`src/rtl/apb_ret_pkg.sv`:
```
package apb_ret_pkg;

    localparam int DEF_N_COMP = 4;
    localparam int DEF_DATA_W = 32;

    // One cycle's worth of ownership findings
    typedef struct packed {
        logic stray_drv;   // unselected completer drives nonzero data
        logic multi_rd;    // more than one completer contributes to a read access
        logic sel_multi;   // select vector is multi-hot
    } viol_t;

    // Registered flag state
    typedef struct packed {
        logic own_pulse;
        logic own_sticky;
        logic sel_pulse;
        logic sel_sticky;
    } flag_t;

    localparam flag_t FLAG_CLEAR = '{own_pulse: 1'b0, own_sticky: 1'b0,
                                     sel_pulse: 1'b0, sel_sticky: 1'b0};

    function automatic flag_t next_flags(input flag_t cur, input viol_t v);
        flag_t n;
        n.own_pulse  = v.stray_drv | v.multi_rd;
        n.own_sticky = cur.own_sticky | n.own_pulse;
        n.sel_pulse  = v.sel_multi;
        n.sel_sticky = cur.sel_sticky | v.sel_multi;
        return n;
    endfunction

endpackage

```
`src/rtl/ret_gate.sv`:
```
module ret_gate #(
    parameter int N_COMP = apb_ret_pkg::DEF_N_COMP,
    parameter int DATA_W = apb_ret_pkg::DEF_DATA_W
) (
    input  logic [N_COMP-1:0]        comp_sel,
    input  logic                     pwrite,
    input  logic [N_COMP*DATA_W-1:0] raw_rdata,
    output logic [N_COMP*DATA_W-1:0] masked_rdata,
    output logic [N_COMP-1:0]        stray_vec
);
    for (genvar i = 0; i < N_COMP; i++) begin : g_port
        logic lets_through;
        assign lets_through = comp_sel[i] & ~pwrite;
        assign masked_rdata[i*DATA_W +: DATA_W] =
            lets_through ? raw_rdata[i*DATA_W +: DATA_W] : '0;
        // raw data is inspected so the mask cannot hide a stray driver
        assign stray_vec[i] = ~comp_sel[i] & (|raw_rdata[i*DATA_W +: DATA_W]);
    end
endmodule

```
`src/rtl/ret_merge.sv`:
```
module ret_merge #(
    parameter int N_COMP = apb_ret_pkg::DEF_N_COMP,
    parameter int DATA_W = apb_ret_pkg::DEF_DATA_W
) (
    input  logic [N_COMP*DATA_W-1:0] masked_rdata,
    input  logic [N_COMP-1:0]        comp_sel,
    input  logic [N_COMP-1:0]        comp_ready,
    input  logic [N_COMP-1:0]        comp_err,
    output logic [DATA_W-1:0]        prdata,
    output logic                     pready,
    output logic                     pslverr
);
    logic any_sel;
    assign any_sel = |comp_sel;

    always_comb begin
        prdata = '0;
        for (int i = 0; i < N_COMP; i++) begin
            prdata = prdata | masked_rdata[i*DATA_W +: DATA_W];
        end
    end

    assign pready  = any_sel ? |(comp_sel & comp_ready) : 1'b1;
    assign pslverr = |(comp_sel & comp_err);
endmodule

```
`src/rtl/own_monitor.sv`:
```
module own_monitor
    import apb_ret_pkg::*;
#(
    parameter int N_COMP = DEF_N_COMP
) (
    input  logic              clk,
    input  logic              rst,
    input  logic [N_COMP-1:0] comp_sel,
    input  logic              pwrite,
    input  logic              penable,
    input  logic [N_COMP-1:0] stray_vec,
    output logic              own_err_pulse,
    output logic              own_err_sticky,
    output logic              sel_err_pulse,
    output logic              sel_err_sticky
);
    viol_t v;
    flag_t flags_q;

    always_comb begin
        v.stray_drv = |stray_vec;
        v.sel_multi = $countones(comp_sel) > 1;
        v.multi_rd  = v.sel_multi & penable & ~pwrite;
    end

    always_ff @(posedge clk) begin
        if (rst) flags_q <= FLAG_CLEAR;
        else     flags_q <= next_flags(flags_q, v);
    end

    assign own_err_pulse  = flags_q.own_pulse;
    assign own_err_sticky = flags_q.own_sticky;
    assign sel_err_pulse  = flags_q.sel_pulse;
    assign sel_err_sticky = flags_q.sel_sticky;


    own_sticky_hold_chk: assert property (@(posedge clk) disable iff (rst)
        own_err_sticky |=> own_err_sticky);

    sel_pulse_implies_sticky_chk: assert property (@(posedge clk) disable iff (rst)
        sel_err_pulse |-> sel_err_sticky);

    sel_conflict_flag_chk: assert property (@(posedge clk) disable iff (rst)
        ($countones(comp_sel) > 1) |=> sel_err_pulse);

    stray_flag_chk: assert property (@(posedge clk) disable iff (rst)
        (|stray_vec) |=> (own_err_pulse && own_err_sticky));
endmodule

```
`src/rtl/apb_ret_combiner.sv`:
```
module apb_ret_combiner #(
    parameter int N_COMP = apb_ret_pkg::DEF_N_COMP,
    parameter int DATA_W = apb_ret_pkg::DEF_DATA_W
) (
    input  logic                     clk,
    input  logic                     rst,
    input  logic                     pwrite,
    input  logic                     penable,
    input  logic [N_COMP-1:0]        comp_sel,
    input  logic [N_COMP*DATA_W-1:0] comp_rdata,
    input  logic [N_COMP-1:0]        comp_ready,
    input  logic [N_COMP-1:0]        comp_err,
    output logic [DATA_W-1:0]        prdata,
    output logic                     pready,
    output logic                     pslverr,
    output logic                     own_err_pulse,
    output logic                     own_err_sticky,
    output logic                     sel_err_pulse,
    output logic                     sel_err_sticky
);
    logic [N_COMP*DATA_W-1:0] masked_rdata;
    logic [N_COMP-1:0]        stray_vec;

    ret_gate #(.N_COMP(N_COMP), .DATA_W(DATA_W)) u_gate (
        .comp_sel     (comp_sel),
        .pwrite       (pwrite),
        .raw_rdata    (comp_rdata),
        .masked_rdata (masked_rdata),
        .stray_vec    (stray_vec)
    );

    ret_merge #(.N_COMP(N_COMP), .DATA_W(DATA_W)) u_merge (
        .masked_rdata (masked_rdata),
        .comp_sel     (comp_sel),
        .comp_ready   (comp_ready),
        .comp_err     (comp_err),
        .prdata       (prdata),
        .pready       (pready),
        .pslverr      (pslverr)
    );

    own_monitor #(.N_COMP(N_COMP)) u_mon (
        .clk            (clk),
        .rst            (rst),
        .comp_sel       (comp_sel),
        .pwrite         (pwrite),
        .penable        (penable),
        .stray_vec      (stray_vec),
        .own_err_pulse  (own_err_pulse),
        .own_err_sticky (own_err_sticky),
        .sel_err_pulse  (sel_err_pulse),
        .sel_err_sticky (sel_err_sticky)
    );


    idle_ready_chk: assert property (@(posedge clk) disable iff (rst)
        (comp_sel == '0) |-> (pready && !pslverr && prdata == '0));

    for (genvar i = 0; i < N_COMP; i++) begin : g_chk

        single_read_route_chk: assert property (@(posedge clk) disable iff (rst)
            (comp_sel == (N_COMP'(1) << i) && !pwrite)
            |-> (prdata == comp_rdata[i*DATA_W +: DATA_W]));

        write_blocks_data_chk: assert property (@(posedge clk) disable iff (rst)
            (comp_sel == (N_COMP'(1) << i) && pwrite) |-> (prdata == '0));
    end
endmodule

```
`config.mk`:
```
export PLATFORM = sky130hd
export DESIGN_NAME = apb_ret_combiner
export DESIGN_NICKNAME = d
export VERILOG_FILES = /design/src/rtl/apb_ret_pkg.sv /design/src/rtl/ret_gate.sv /design/src/rtl/ret_merge.sv /design/src/rtl/own_monitor.sv /design/src/rtl/apb_ret_combiner.sv
export SDC_FILE = /design/constraint.sdc
export NUM_CORES = 1
export LEC_CHECK = 0
export BUFFER_PORTS_ARGS = -buffer_cell sky130_fd_sc_hd__clkbuf_2
export CORE_AREA = 2 2 71 73
export DETAILED_ROUTE_END_ITERATION = 10
export DIE_AREA = 0 0 73 75
export PLACE_DENSITY = 0.72
export SLEW_MARGIN = 15
export SYNTH_ARGS = -nofsm -noshare
export SYNTH_HDL_FRONTEND = slang
export SYNTH_SLANG_ARGS = --single-unit
```
`constraint.sdc`:
```
create_clock -name clk -period 5.54 [get_ports clk]
set_clock_uncertainty 0.1 [all_clocks]
set_input_delay 0.831 -clock clk [delete_from_list [all_inputs] [get_ports clk]]
set_output_delay 0.831 -clock clk [all_outputs]
set_load 0.03 [all_outputs]
```
# Yosys cells after proc, flatten, opt, wreduce, memory -nomap -nowiden
# Index checks and enable logic that the tools add are counted.
totals:
  output_inout_bits: 38
  in_bits: 144
  register_bits: 4
  elab_cells: 44
op_classes:
  n_addsub: 3
  mux: 5
  n_bitwise: 23
  magnitude_cmp: 1
  n_reduce_logical: 8
ops:
  columns: ["operator", "n"]
  rows:
  - ["$mux W32", 4]
  - ["$reduce_or A32 Y1", 4]
  - ["$or A32 B32 Y32", 3]
  - ["$add A32 B32 Y32", 1]
  - ["$gt A32 B2 Y1 const B", 1]
  - ["$reduce_or A4 Y1", 4]
  - ["$and A1 B1 Y1", 10]
  - ["$and A4 B4 Y4", 2]
  - ["$not A1 Y1", 5]
  - ["$add A1 B1 Y2", 2]
  - ["$or A1 B1 Y1", 3]
  - ["$mux W1", 1]

# Logic depth before layout (Yosys ltp)
# Gate-level depths: netlist of run 1.
logic_depth:
  depth_word: 7
  mapped_depth: 8
  depth_no_buf: 8

# By module
# From an unflattened synthesis of run 1, not the netlist that was laid out.
hier_totals:
  cells_unflattened: 246
  area_unflattened_um2: 1796.7
modules_own_cells:
  columns: ["module", "area_per_inst_um2", "n_inst", "seq_area_each_um2", "cells_per_inst"]
  rows:
  - ["ret_gate", 1331.3, 1, 0.0, 188]
  - ["ret_merge", 286.5, 1, 0.0, 39]
  - ["own_monitor", 178.9, 1, 80.1, 19]

# Least setup slack after synthesis of run 1
# No wires, ideal clock.
synth_timing:
  kind: "in2reg"
  from: "input port comp_sel[0]"
  to: "register u_mon.flags_q (netlist bit u_mon.own_err_sticky)"
  path_stages: 8
  t_required_ns: 5.366
  n_path_buf: 0
  arrival_time_ns: 2.453
  setup_ns: 0.074
  slack_ns: 2.913
  path_cell_list: "inv_1 -> ha_1 -> and2_1 -> fa_1 -> nor2_1 -> or3b_1 -> and4_1 -> a31oi_1"
synth_between:
  elab_chain_len: 7
  word_cells_on_any_way: 10
  classes_between: "add/sub: 2; order compare: 1; bitwise: 6; reduce/logical: 1"
synth_rtl:
  columns: ["item", "line_no", "text"]
  rows:
  - ["start: declaration", "apb_ret_combiner.sv:9", "input logic [N_COMP-1:0] comp_sel,"]
  - ["$add A1 B1 Y2 (not written as such)", "own_monitor.sv:22", "v.sel_multi = $countones(comp_sel) > 1;"]
  - ["$add A32 B32 Y32 (not written as such)", "own_monitor.sv:22", null]
  - ["$gt A32 B2 Y1", "own_monitor.sv:22", null]
  - ["$and A1 B1 Y1 (2 in a row)", "own_monitor.sv:23", "v.multi_rd = v.sel_multi & penable & ~pwrite;"]
  - ["$or A1 B1 Y1 (*)", "apb_ret_pkg.sv:26", "n.own_pulse = v.stray_drv | v.multi_rd;"]
  - ["$or A1 B1 Y1 (*)", "apb_ret_pkg.sv:27", "n.own_sticky = cur.own_sticky | n.own_pulse;"]
  - ["end signal: assignment", "own_monitor.sv:28", "else flags_q <= next_flags(flags_q, v);"]
  - ["end: declaration", "own_monitor.sv:18", "flag_t flags_q;"]
# Mark *: on every way between the ends. The rest lies on a longest branch, timed or not.
# A chain may end at the register's enable or synchronous reset.

# Final worst setup path of run 1
layout_timing:
  from: "input port comp_sel[3]"
  to: "output port prdata[0]"
layout_between:
  elab_chain_len: 3
layout_rtl:
  columns: ["item", "line_no", "text"]
  rows:
  - ["$and A1 B1 Y1", "ret_gate.sv:13", "assign lets_through = comp_sel[i] & ~pwrite;"]
  - ["$mux W32", "ret_gate.sv:15", "lets_through ? raw_rdata[i*DATA_W +: DATA_W] : '0;"]
  - ["$or A32 B32 Y32", "ret_merge.sv:19", "prdata = prdata | masked_rdata[i*DATA_W +: DATA_W];"]
  - ["end: declaration", "apb_ret_combiner.sv:13", "output logic [DATA_W-1:0] prdata,"]
# Every way passes these cells.

==> results.md, run 1 <==
- The worst slew margin relative to its limit is 0.490.
- Summed over all nets, the half-perimeter wirelength after detailed placement is 5810 µm.
- The post-synthesis xor/xnor area fraction is 0.
- The area inside the core boundary is 4660 µm².
- The routability-driven placement congestion ratio is 0.903.
- The compound-gate portion of the synthesized area came to 0.449.
- The first routing iteration left 101 violations.
- The count of buffers added on input and output ports is 181.
- In this run the power spent charging and discharging nets is 157 µW.
- The number of instances resized during post-cts repair is 0.
- Counting every sink on the clock net gives 4.
- The aggregate routed wire length is 6750 µm.
- The cell type with the largest total area after synthesis is sky130_fd_sc_hd__a22oi_1.
- The summed negative setup slack over all endpoints is 0 ps.
- The flow ran to the end, and the final reports show no timing, DRC or antenna violations.
- Setup repair after global routing left no endpoint under its margin.
- The number of CTS-inserted buffers is 3.
- In this run the power density over the cells is 145 nW/µm².
- The count of final max-slew check failures is 0.
- The Yosys step of the flow raised 0 warnings.
- In this run the horizontal extent of the chip is 73 µm.
- In the global route stage, overall resource usage came out at 0.228.
- The endpoint arrival time on the critical path is 2400 ps.
- The number of global-route vias before repair was 2,185.
- For this run, the register share of the synthesized area comes to 0.0660.
- The clock share of power is 0.188.
- On the critical path, the stage with the largest delay is an instance of sky130_fd_sc_hd__nor2_2.
- The critical path buffer and inverter count is 4.
- The number of antenna violations at the first check in global routing is 0.
- Dividing the final minimum period by the clock period gives 0.601.
- TritonCTS built the clock tree.
- The detailed-route DRC error count is 0.
- In this run the remaining antenna-violating nets after routing total 0.
- The post-route core utilization is 0.474.
- The achievable frequency is 300 MHz.
- Entering global routing, the biggest net connects 23 pins.
- The adder-cell share of the synthesized area is 0.0578.
- Ranked by total cell area, the synthesized netlist is headed by sky130_fd_sc_hd__a22oi_1 (41%), sky130_fd_sc_hd__nor4_1 (16%), sky130_fd_sc_hd__nand2_1 (11%), sky130_fd_sc_hd__dfxtp_1 (6.6%), sky130_fd_sc_hd__buf_2 (5.0%).
- The later pin in the worst-skew pair is clocked with a latency of 210 ps.
- The gate count of the mapped netlist is 185.
- Of the total power, the share spent switching nets is 0.489.
- The multiplexer share of the synthesized area is 0.
- In this run, distinct cell masters in the synthesized netlist total 20.
- In the layout the commonest cells are sky130_fd_sc_hd__clkbuf_2 (181), sky130_fd_sc_hd__a22oi_1 (67), sky130_fd_sc_hd__nand2_1 (34).
- Traced cell by cell, the critical path runs through clkbuf_2 > inv_1 > nor2_2 > buf_4 > a22oi_1 > nand2_1 > clkbuf_2.
- The class of the tightest hold or removal check is flip-flop to flip-flop.
- The H-tree depth reported by CTS is 1.
- The share of synthesized area in the top cell type comes to 0.415.
- STA classifies the critical path startpoint as a primary input.
- After synthesis the netlist holds a flip-flop and latch count of 4.
- The share of flip-flops with an asynchronous set or reset after synthesis is 0.
- The commonest non-fill, non-tap cell in the layout is sky130_fd_sc_hd__clkbuf_2.
- The global-route wire length before repair is 9850 µm.
- The predominant post-synthesis flop cell is sky130_fd_sc_hd__dfxtp_1.
- After detailed routing, the number of vias per cell comes to 5.75.
- The count of endpoints failing hold in the final timing report came to 0.
- 182 I/O pins were placed.
- The total internal power is 163 µW.
- The power share of the sequential group is 0.103.
- The net count of the mapped netlist is 334.
- The cell area that synthesis handed to floorplanning was 1210 µm².
- The part of the total power dissipated in combinational logic is 0.709.
- In this design, the stage delay of the slowest critical-path cell is 590 ps.
- The share of post-route cells with drive strength above 1 is 0.535.
- The aggregate global routing overflow is 0.
- The startpoint-to-endpoint class of the critical path is primary input to output pin.
- The minimum period implied by the final worst setup slack is 3330 ps.
- The area growth from synthesis to layout is 82.0%.
- The number of diodes added for antenna fixing is 0.
- In this run the deepest clock path goes through 2 buffers.
- For this design the static power due to leakage is 1.21 nW.
- In the final routed layout, each cell accounts on average for 16.3 µm.
- The mean area per synthesized cell is 6.55 µm².
- The number of hold-repair buffers added at the cts stage is 0.
- The most numerous cell type found on the critical path is sky130_fd_sc_hd__clkbuf_2.
- The tree is rooted in a sky130_fd_sc_hd__clkbuf_8.
- Of the total synthesized cell area, the portion taken by AND, OR, NAND and NOR gates is 0.362.
- The number of setup violations in the final report is 0.
- Counting flops with a built-in enable in the synthesized netlist gives 0.
- The first detailed-routing pass took 5 iterations.
- The critical path's top delay family is buffers and inverters.
- The die covers 5480 µm².
- The vertical extent of the die is 75 µm.
- The setup fix buffers added after clock tree synthesis is 0.
- The total of max-cap violations is 0.
- The net count reported at finish is 512.
- The count of vias placed by the detailed router is 2,385.
- In this run the worst path has a maximum fanout of 17.
- The worst endpoint required time is 4610 ps.
- The maximum ir drop on the vdd rail is 64.8 µV.
- For the pin with the worst max-slew slack, the measured transition is 765 ps.
- The critical path capture point type is an output pin.
- The total number of placement rows is 25.
- For this configuration, the core starts out at a cell density of 0.260.
- Clock-pin slew was measured on the worst setup and hold paths at 30 ps.
- The dominant combinational cell family by area after synthesis is compound AO/OA/AOI/OAI gates.
==> power groups by stage <==
stage | logic (mW) | clock network [mW] | registers, mW
after floorplan | 0.113 | 0 | 0.0395
after global placement | 0.224 | 0 | 0.0334
after detailed placement | 0.225 | 0 | 0.0335
after CTS | 0.226 | 0.0611 | 0.0331
after global routing | 0.244 | 0.0633 | 0.0336
final | 0.227 | 0.0602 | 0.0331
==> kinds of logic (layout without fill, tap and decap cells) <==
family,count (synthesis),count (layout)
adders and majority gates,5,5
DFF,4,4
AOI/OAI and AO/OA,74,74
buffers and inverters,17,193
and+or+nand+nor,85,85
==> synthesized netlist by cell type, drive strengths merged, types with 4 or more instances <==
| cell | n |
|---|---|
| a22oi | 67 |
| buf | 12 |
| dfxtp | 4 |
| ha | 4 |
| inv | 5 |
| nand2 | 34 |
| nand4 | 8 |
| nor2 | 7 |
| nor4 | 32 |
| o21ai | 4 |
==> layout make-up <==
type                       count  area, µm²
clock buffer                   3       41.3
fill                         498       2450
inverter                       5       18.8
multi-input combinational    164       1060
sequential                     4       80.1
tap                           54       67.6
timing repair buffer         185        936
==> metal layers <==
layer	track usage	part of all wire	wire length (µm)
met2	0.440	0.51	3470
met1	0.266	0.39	2610
met4	0.0576	0.012	82
met5	0	0	0
met3	0.0241	0.088	594
==> through the flow <==
step / hold slack (ps) / area (µm²) / power, mW / worst slack (ps) / instances
floorplan: 473 / 1210 / 0.153 / 2910 / 185
global placement: 345 / 2170 / 0.257 / 2250 / 412
detailed placement: 360 / 2170 / 0.258 / 2230 / 412
CTS: 365 / 2210 / 0.320 / 2230 / 415
global route: 405 / 2210 / 0.341 / 2120 / 415
finish: 365 / 2210 / 0.320 / 2210 / 415
==> registers in the layout, indices dropped and copies added (netlist names) <==
name and flops:
u_mon.own_err_pulse 1, u_mon.own_err_sticky 1, u_mon.sel_err_pulse 1, u_mon.sel_err_sticky 1
==> worst paths after layout <==
kind,startpoint,slack (ps),depth (start not counted),end
max,comp_sel[3],2210,7,prdata[0]
max reg2reg,u_mon.sel_err_sticky,4850,2,u_mon.sel_err_sticky
min reg2reg,u_mon.own_err_sticky,370,2,u_mon.own_err_sticky
min,u_mon.own_err_sticky,370,2,u_mon.own_err_sticky
==> worst register-to-register path, cell delays in order (launching register included) <==
cell	delay, ps
sky130_fd_sc_hd__dfxtp_1	300
sky130_fd_sc_hd__nor3_1	130
sky130_fd_sc_hd__nor2_1	50
No activity file was read; power rests on OpenSTA's default activity.
==> inputs of run 2 (changes only) <==
CORE_AREA = unset   (was 2 2 71 73)
CORE_ASPECT_RATIO = 1.1   (was unset)
CORE_MARGIN = 2   (was unset)
CORE_UTILIZATION = 27   (was unset)
DIE_AREA = unset   (was 0 0 73 75)
PLACE_DENSITY = 0.78   (was 0.72)
clock period = 2.9 ns   (was 5.54 ns; I/O delays follow)
==> results.md, run 2 (same netlist as run 1, synthesis figures left out) <==
- The post-synthesis to final-layout area growth is 83.9%.
- The class of the tightest hold or removal check is primary input to flip-flop.
- Setup repair after global routing left no endpoint under its margin.
- The worst slew margin relative to its limit is 0.679 (+0.189).
- The CTS tree is built.
- The number of instances resized during post-cts repair came to 0 (unchanged).
- The worst setup path startpoint is comp_sel[0].
- The flow ran to the end, and the final reports show no timing, DRC or antenna violations.
- The pin slew with the least headroom to its limit came to 477 ps (-287 ps).
- The routability-driven placement congestion ratio is 0.897 (-0.66%).
- The achievable frequency is 433 MHz.
- The remaining antenna violation count after routing is 0 (unchanged).
- The number of setup violations in the final report is 0 (unchanged).
- The DRC violation total after the first TritonRoute iteration is 133 (+32%).
- The setup fix buffers added after clock tree synthesis is 0 (unchanged).
- The chip width came to 67.9 µm (-7.0%).
- The critical path capture point type is a flip-flop.
- The global-route wire length before repair is 9600 µm (-2.5%).
- The effective utilization at floorplan is 0.281 (+0.0207).
- The worst endpoint required time was 2940 ps (-1670 ps).
- The detailed-route DRC error count is 0 (unchanged).
- The worst setup path is launched from a primary input.
- The power share of the sequential group is 0.103 (about the same).
- The H-tree depth reported by CTS is 1 (unchanged).
- The maximum ir drop on the vdd rail is 152 µV (+130%).
- The total iterations of the first detailed-routing run is 4 (-1).
- The global-route total usage across every layer is 0.246 (+0.0178).
- The top cell types in the final layout, fill and taps aside, are sky130_fd_sc_hd__clkbuf_2 (181), sky130_fd_sc_hd__a22oi_1 (67), sky130_fd_sc_hd__nand2_1 (34).
- Of the available clock period, the critical path in the final layout requires 0.796.
- The summed negative setup slack over all endpoints came to 0 ps (unchanged).
- The area inside the core boundary is 4320 µm² (-7.4%).
- The leakage power of the design was 1.23 nW (+1.3%).
- The count of endpoints failing hold in the final timing report is 0 (unchanged).
- The clock network latency to the later pin of the worst-skew pair is 220 ps (about the same).
- The count of final max-slew check failures is 0 (unchanged).
- The vertical extent of the die is 74.3 µm (-0.96%).
- The mean routed wirelength per cell is 16.2 µm (-0.26%).
- In this run the most critical hold path is launched from rst.
- The via count normalized by instance count is 5.69 (-0.97%).
- The startpoint identified for the worst register-to-register timing path is u_mon.sel_err_sticky.
- The clock share of power was 0.186 (-0.002).
- The largest net degree at the start of global routing is 33 (+43%).
- The net count reported at finish is 515 (+0.59%).
- The total of max-cap violations is 0 (unchanged).
- The half-perimeter wire length after placement is 5860 µm (+0.84%).
- The part of the total power dissipated in combinational logic was 0.710 (about the same).
- The total power per unit cell area came to 276 nW/µm² (+91%).
- The largest fanout on the critical path is 4 (-13).
- The share of post-route cells with drive strength above 1 is 0.538 (+0.00384).
- The smallest clock period supported by the final layout is computed as 2310 ps.
- The library cell used most frequently in the layout, excluding fill and tap cells, is sky130_fd_sc_hd__clkbuf_2.
- The total internal power is 315 µW (+93%).
- The overall power is 616 µW (+93%).
- The count of vias placed by the detailed router was 2,379 (-0.25%).
- CTS placed an instance of sky130_fd_sc_hd__clkbuf_8 at the clock tree root.
- The maximum buffer depth of the clock tree was 2 (unchanged).
- The total number of placement rows is 25 (unchanged).
- The fraction of power spent switching nets is 0.489 (about the same).
- The number of hold-repair buffers added at the cts stage is 0 (unchanged).
- The aggregate global routing overflow came to 0 (unchanged).
- The top-level I/O count is 182 (unchanged).
- The aggregate routed wire length came to 6780 µm (+0.46%).
- The clock-pin slew on the worst setup and hold paths is 30 ps (about the same).
- The endpoint arrival time on the critical path is 2350 ps (-50 ps).
- The number of global-route vias before repair was 2,191 (+0.27%).
- The clock sink count is 4 (unchanged).
- The post-route core utilization is 0.517 (+0.0430).
- The die footprint is 5040 µm² (-7.9%).
- The number of CTS-inserted buffers is 3 (unchanged).
- The number of buffer cells added on primary ports was 181 (unchanged).
- The number of diodes added for antenna fixing was 0 (unchanged).
- The number of antenna violations at the first check in global routing was 0 (unchanged).
- The startpoint-to-endpoint class of the critical path is primary input to flip-flop.
- The net switching power came to 301 µW (+92%).
==> run 2: cell count changes in the layout (fill, tap and decap cells not counted), sizes merged <==
cell  previous run  this run
buf              4         7
==> run 2: critical path, stage by stage <==
cell	delay, ps
sky130_fd_sc_hd__clkbuf_2	130
sky130_fd_sc_hd__inv_1	80
sky130_fd_sc_hd__ha_1	300
sky130_fd_sc_hd__and2_1	170
sky130_fd_sc_hd__fa_1	500
sky130_fd_sc_hd__nor2_1	60
sky130_fd_sc_hd__or3b_1	340
sky130_fd_sc_hd__and4_1	170
sky130_fd_sc_hd__a31oi_1	160
==> run 2: cell type report <==
cell class / count / area [µm²]
sequential: 4 / 80.1
timing repair buffer: 188 / 958
fill: 426 / 2090
clock buffer: 3 / 41.3
multi-input combinational: 164 / 1060
tap: 54 / 67.6
inverter: 5 / 18.8
==> run 2: through the flow <==
step | worst slack [ps] | instance area [µm²] | hold WS (ps) | instances
after global routing | 506 | 2230 | 339 | 418
after CTS | 595 | 2230 | 334 | 418
final | 593 | 2230 | 335 | 418
after global placement | 493 | 2190 | 347 | 415
after detailed placement | 381 | 2190 | 360 | 415
after floorplan | 669 | 1210 | 404 | 185
==> run 2: per-layer routing <==
metal  GRT usage  wire length (µm)
met2       0.462              3480
met3      0.0454               656
met1       0.272              2490
met5           0                 0
met4      0.0867               153
==> run 2: final timing paths <==
kind / to / slack [ps] / cells past startpoint
worst max register to register: u_mon.sel_err_sticky / 2200 / 2
worst max-delay path: u_mon.own_err_sticky / 590 / 9
worst min register to register: u_mon.own_err_sticky / 360 / 2
worst min-delay path: u_mon.own_err_sticky / 340 / 2
==> run 2: power by group through the flow <==
stage / sequential (mW) / clock (mW) / combinational, mW
after global placement: 0.0641 / 0 / 0.430
final: 0.0636 / 0.115 / 0.438
after floorplan: 0.0755 / 0 / 0.217
after global routing: 0.0643 / 0.121 / 0.471
after detailed placement: 0.0644 / 0 / 0.435
after CTS: 0.0637 / 0.117 / 0.436
==> inputs of run 3 (changes only) <==
CORE_AREA = 2 2 71 73   (was unset)
CORE_ASPECT_RATIO = unset   (was 1.1)
CORE_MARGIN = unset   (was 2)
CORE_UTILIZATION = unset   (was 27)
DIE_AREA = 0 0 73 75   (was unset)
PLACE_DENSITY = 0.72   (was 0.78)
clock period = 2.2 ns   (was 2.9 ns; I/O delays follow)
==> results.md, run 3 (same netlist as run 1, synthesis figures left out) <==
- The critical path's top delay family is adder cells.
- In the layout the commonest cells are sky130_fd_sc_hd__clkbuf_2 (181), sky130_fd_sc_hd__a22oi_1 (67), sky130_fd_sc_hd__nand2_1 (34).
- The critical-path cell with the highest stage delay is sky130_fd_sc_hd__fa_1.
- The clock network latency to the later pin of the worst-skew pair is 210 ps (about the same).
- The DRC violation total after the first TritonRoute iteration is 136 (+2.3%).
- The number of global-route vias before repair came to 2,147 (-2.0%).
- The vertical extent of the die is 75 µm (+0.97%).
- The aggregate global routing overflow is 0 (unchanged).
- The critical path buffer and inverter count came to 2 (unchanged).
- The total iterations of the first detailed-routing run is 5 (+1).
- The net count reported at finish is 522 (+1.4%).
- The count of vias placed by the detailed router is 2,347 (-1.3%).
- The clock sink count came to 4 (unchanged).
- The H-tree depth reported by CTS is 1 (unchanged).
- The largest net degree at the start of global routing came to 33 (unchanged).
- Clock tree synthesis selected as its root buffer the cell sky130_fd_sc_hd__clkbuf_8.
- The worst slew margin relative to its limit is 0.699 (+0.0204).
- Walking the worst path, the cells encountered are clkbuf_2 > inv_1 > ha_1 > and2_1 > fa_1 > nor2_1 > or3b_1 > and4_1 > a31oi_1.
- The routability-driven placement congestion ratio is 0.926 (+3.3%).
- The leakage power of the design is 1.27 nW (+3.3%).
- The number of hold-repair buffers added at the cts stage is 0 (unchanged).
- The endpoint arrival time on the critical path is 2130 ps (-220 ps).
- The category of the worst setup path launch point is a primary input.
- The global-route total usage across every layer was 0.227 (-0.0184).
- The detailed-route DRC error count is 0 (unchanged).
- The placement-stage worst setup slack is -106 ps (-487 ps).
- The total of max-cap violations was 0 (unchanged).
- The top-level I/O count is 182 (unchanged).
- The count of endpoints failing hold in the final timing report was 0 (unchanged).
- The worst endpoint required time is 2240 ps (-700 ps).
- The number of diodes added for antenna fixing is 0 (unchanged).
- The peak per-stage delay on the critical path is 500 ps (about the same).
- The die footprint was 5480 µm² (+8.6%).
- The global-route wire length before repair came to 9750 µm (+1.5%).
- Setup repair after global routing left no endpoint under its margin.
- The number of setup violations in the final report is 0 (unchanged).
- The effective utilization at floorplan is 0.260 (-0.0207).
- The pin slew with the least headroom to its limit is 447 ps (-30.4 ps).
- The largest fanout on the critical path is 2 (-2).
- The flow ran to the end, and the final reports show no timing, DRC or antenna violations.
- The CTS tree is built.
- The half-perimeter wire length after placement was 5810 µm (-0.87%).
- The via count normalized by instance count was 5.52 (-3.0%).
- The area inside the core boundary is 4660 µm² (+8.0%).
- The critical path is of the primary input to flip-flop type.
- The number of standard cells in the layout, taps in and fillers out is 425 (+1.7%).
- The worst setup slack after layout is 114 ps (-479 ps).
- The mean routed wirelength per cell is 15.5 µm (-4.4%).
- The remaining antenna violation count after routing came to 0 (unchanged).
- The maximum buffer depth of the clock tree is 2 (unchanged).
- The clock-pin slew on the worst setup and hold paths is 30 ps (about the same).
- The number of antenna violations at the first check in global routing is 0 (unchanged).
- The number of buffer cells added on primary ports is 181 (unchanged).
- The share of post-route cells with drive strength above 1 was 0.547 (+0.00871).
- The number of fillers in the final layout came to 479 (+12%).
- The count of final max-slew check failures was 0 (unchanged).
- The total number of placement rows is 25 (unchanged).
- The tightest min-delay check is of the primary input to flip-flop type.
- The setup fix buffers added after clock tree synthesis came to 0 (unchanged).
- The number of CTS-inserted buffers is 3 (unchanged).
- STA classifies the critical path endpoint as a flip-flop.
- Dividing the final minimum period by the clock period gives 0.948.
- Subtracting the final worst setup slack from the clock period gives 2090 ps.
- The commonest non-fill, non-tap cell in the layout is sky130_fd_sc_hd__clkbuf_2.
- Timing would allow up to 479 MHz.
- The number of instances resized during post-cts repair is 0 (unchanged).
- The chip width is 73 µm (+7.5%).
- The aggregate routed wire length is 6600 µm (-2.8%).
- The total power per unit cell area is 356 nW/µm² (+29%).
- The maximum ir drop on the vdd rail is 182 µV (+20%).
- The post-synthesis to final-layout area growth is 90.3%.
- The number of placed instances with taps included was 422 (+1.7%).
## run 3: power breakdown
group          internal [mW]  leakage [nW]  switching [mW]  total (mW)
sequential            0.0807        0.0336         0.00315      0.0839
clock                  0.116        0.0216          0.0329       0.149
combinational          0.231          1.22           0.357       0.588
total                  0.428          1.27           0.393       0.821
## run 3: stage by stage
stage	hold slack, ps	setup TNS [ps]	util	power (mW)	cell area [µm²]
floorplan	299	0	-	0.385	1210
global placement	345	-63.8	0.486	0.669	2270
detailed placement	359	-182	0.486	0.671	2270
CTS	226	0	0.495	0.824	2310
global route	238	0	0.495	0.881	2310
finish	225	0	0.495	0.821	2310
## run 3: metal layers
layer,up-vias,track usage,part of all wire
met5,-,0,0
met4,0,0.0432,0.0091
met3,7,0.0161,0.076
met2,149,0.438,0.52
met1,1038,0.277,0.40
li1,1153,-,-
## run 3: final cells by class
| cell class | count | area, µm² | share of cell area |
|---|---|---|---|
| clock buffer | 3 | 41.3 | 0.0179 |
| inverter | 5 | 18.8 | 0.00813 |
| multi-input combinational | 164 | 1060 | 0.461 |
| sequential | 4 | 80.1 | 0.0347 |
| tap | 54 | 67.6 | 0.0293 |
| timing repair buffer | 195 | 1040 | 0.449 |
## run 3: path summary, 6_finish.rpt
path              cells past startpoint                   end  slack [ps]                  from
hold / removal                        2  u_mon.own_err_sticky         230                   rst
setup / recovery                      9  u_mon.own_err_sticky         110           comp_sel[0]
setup reg to reg                      2  u_mon.sel_err_sticky        1490  u_mon.sel_err_sticky
hold reg to reg                       2  u_mon.own_err_sticky         370  u_mon.own_err_sticky
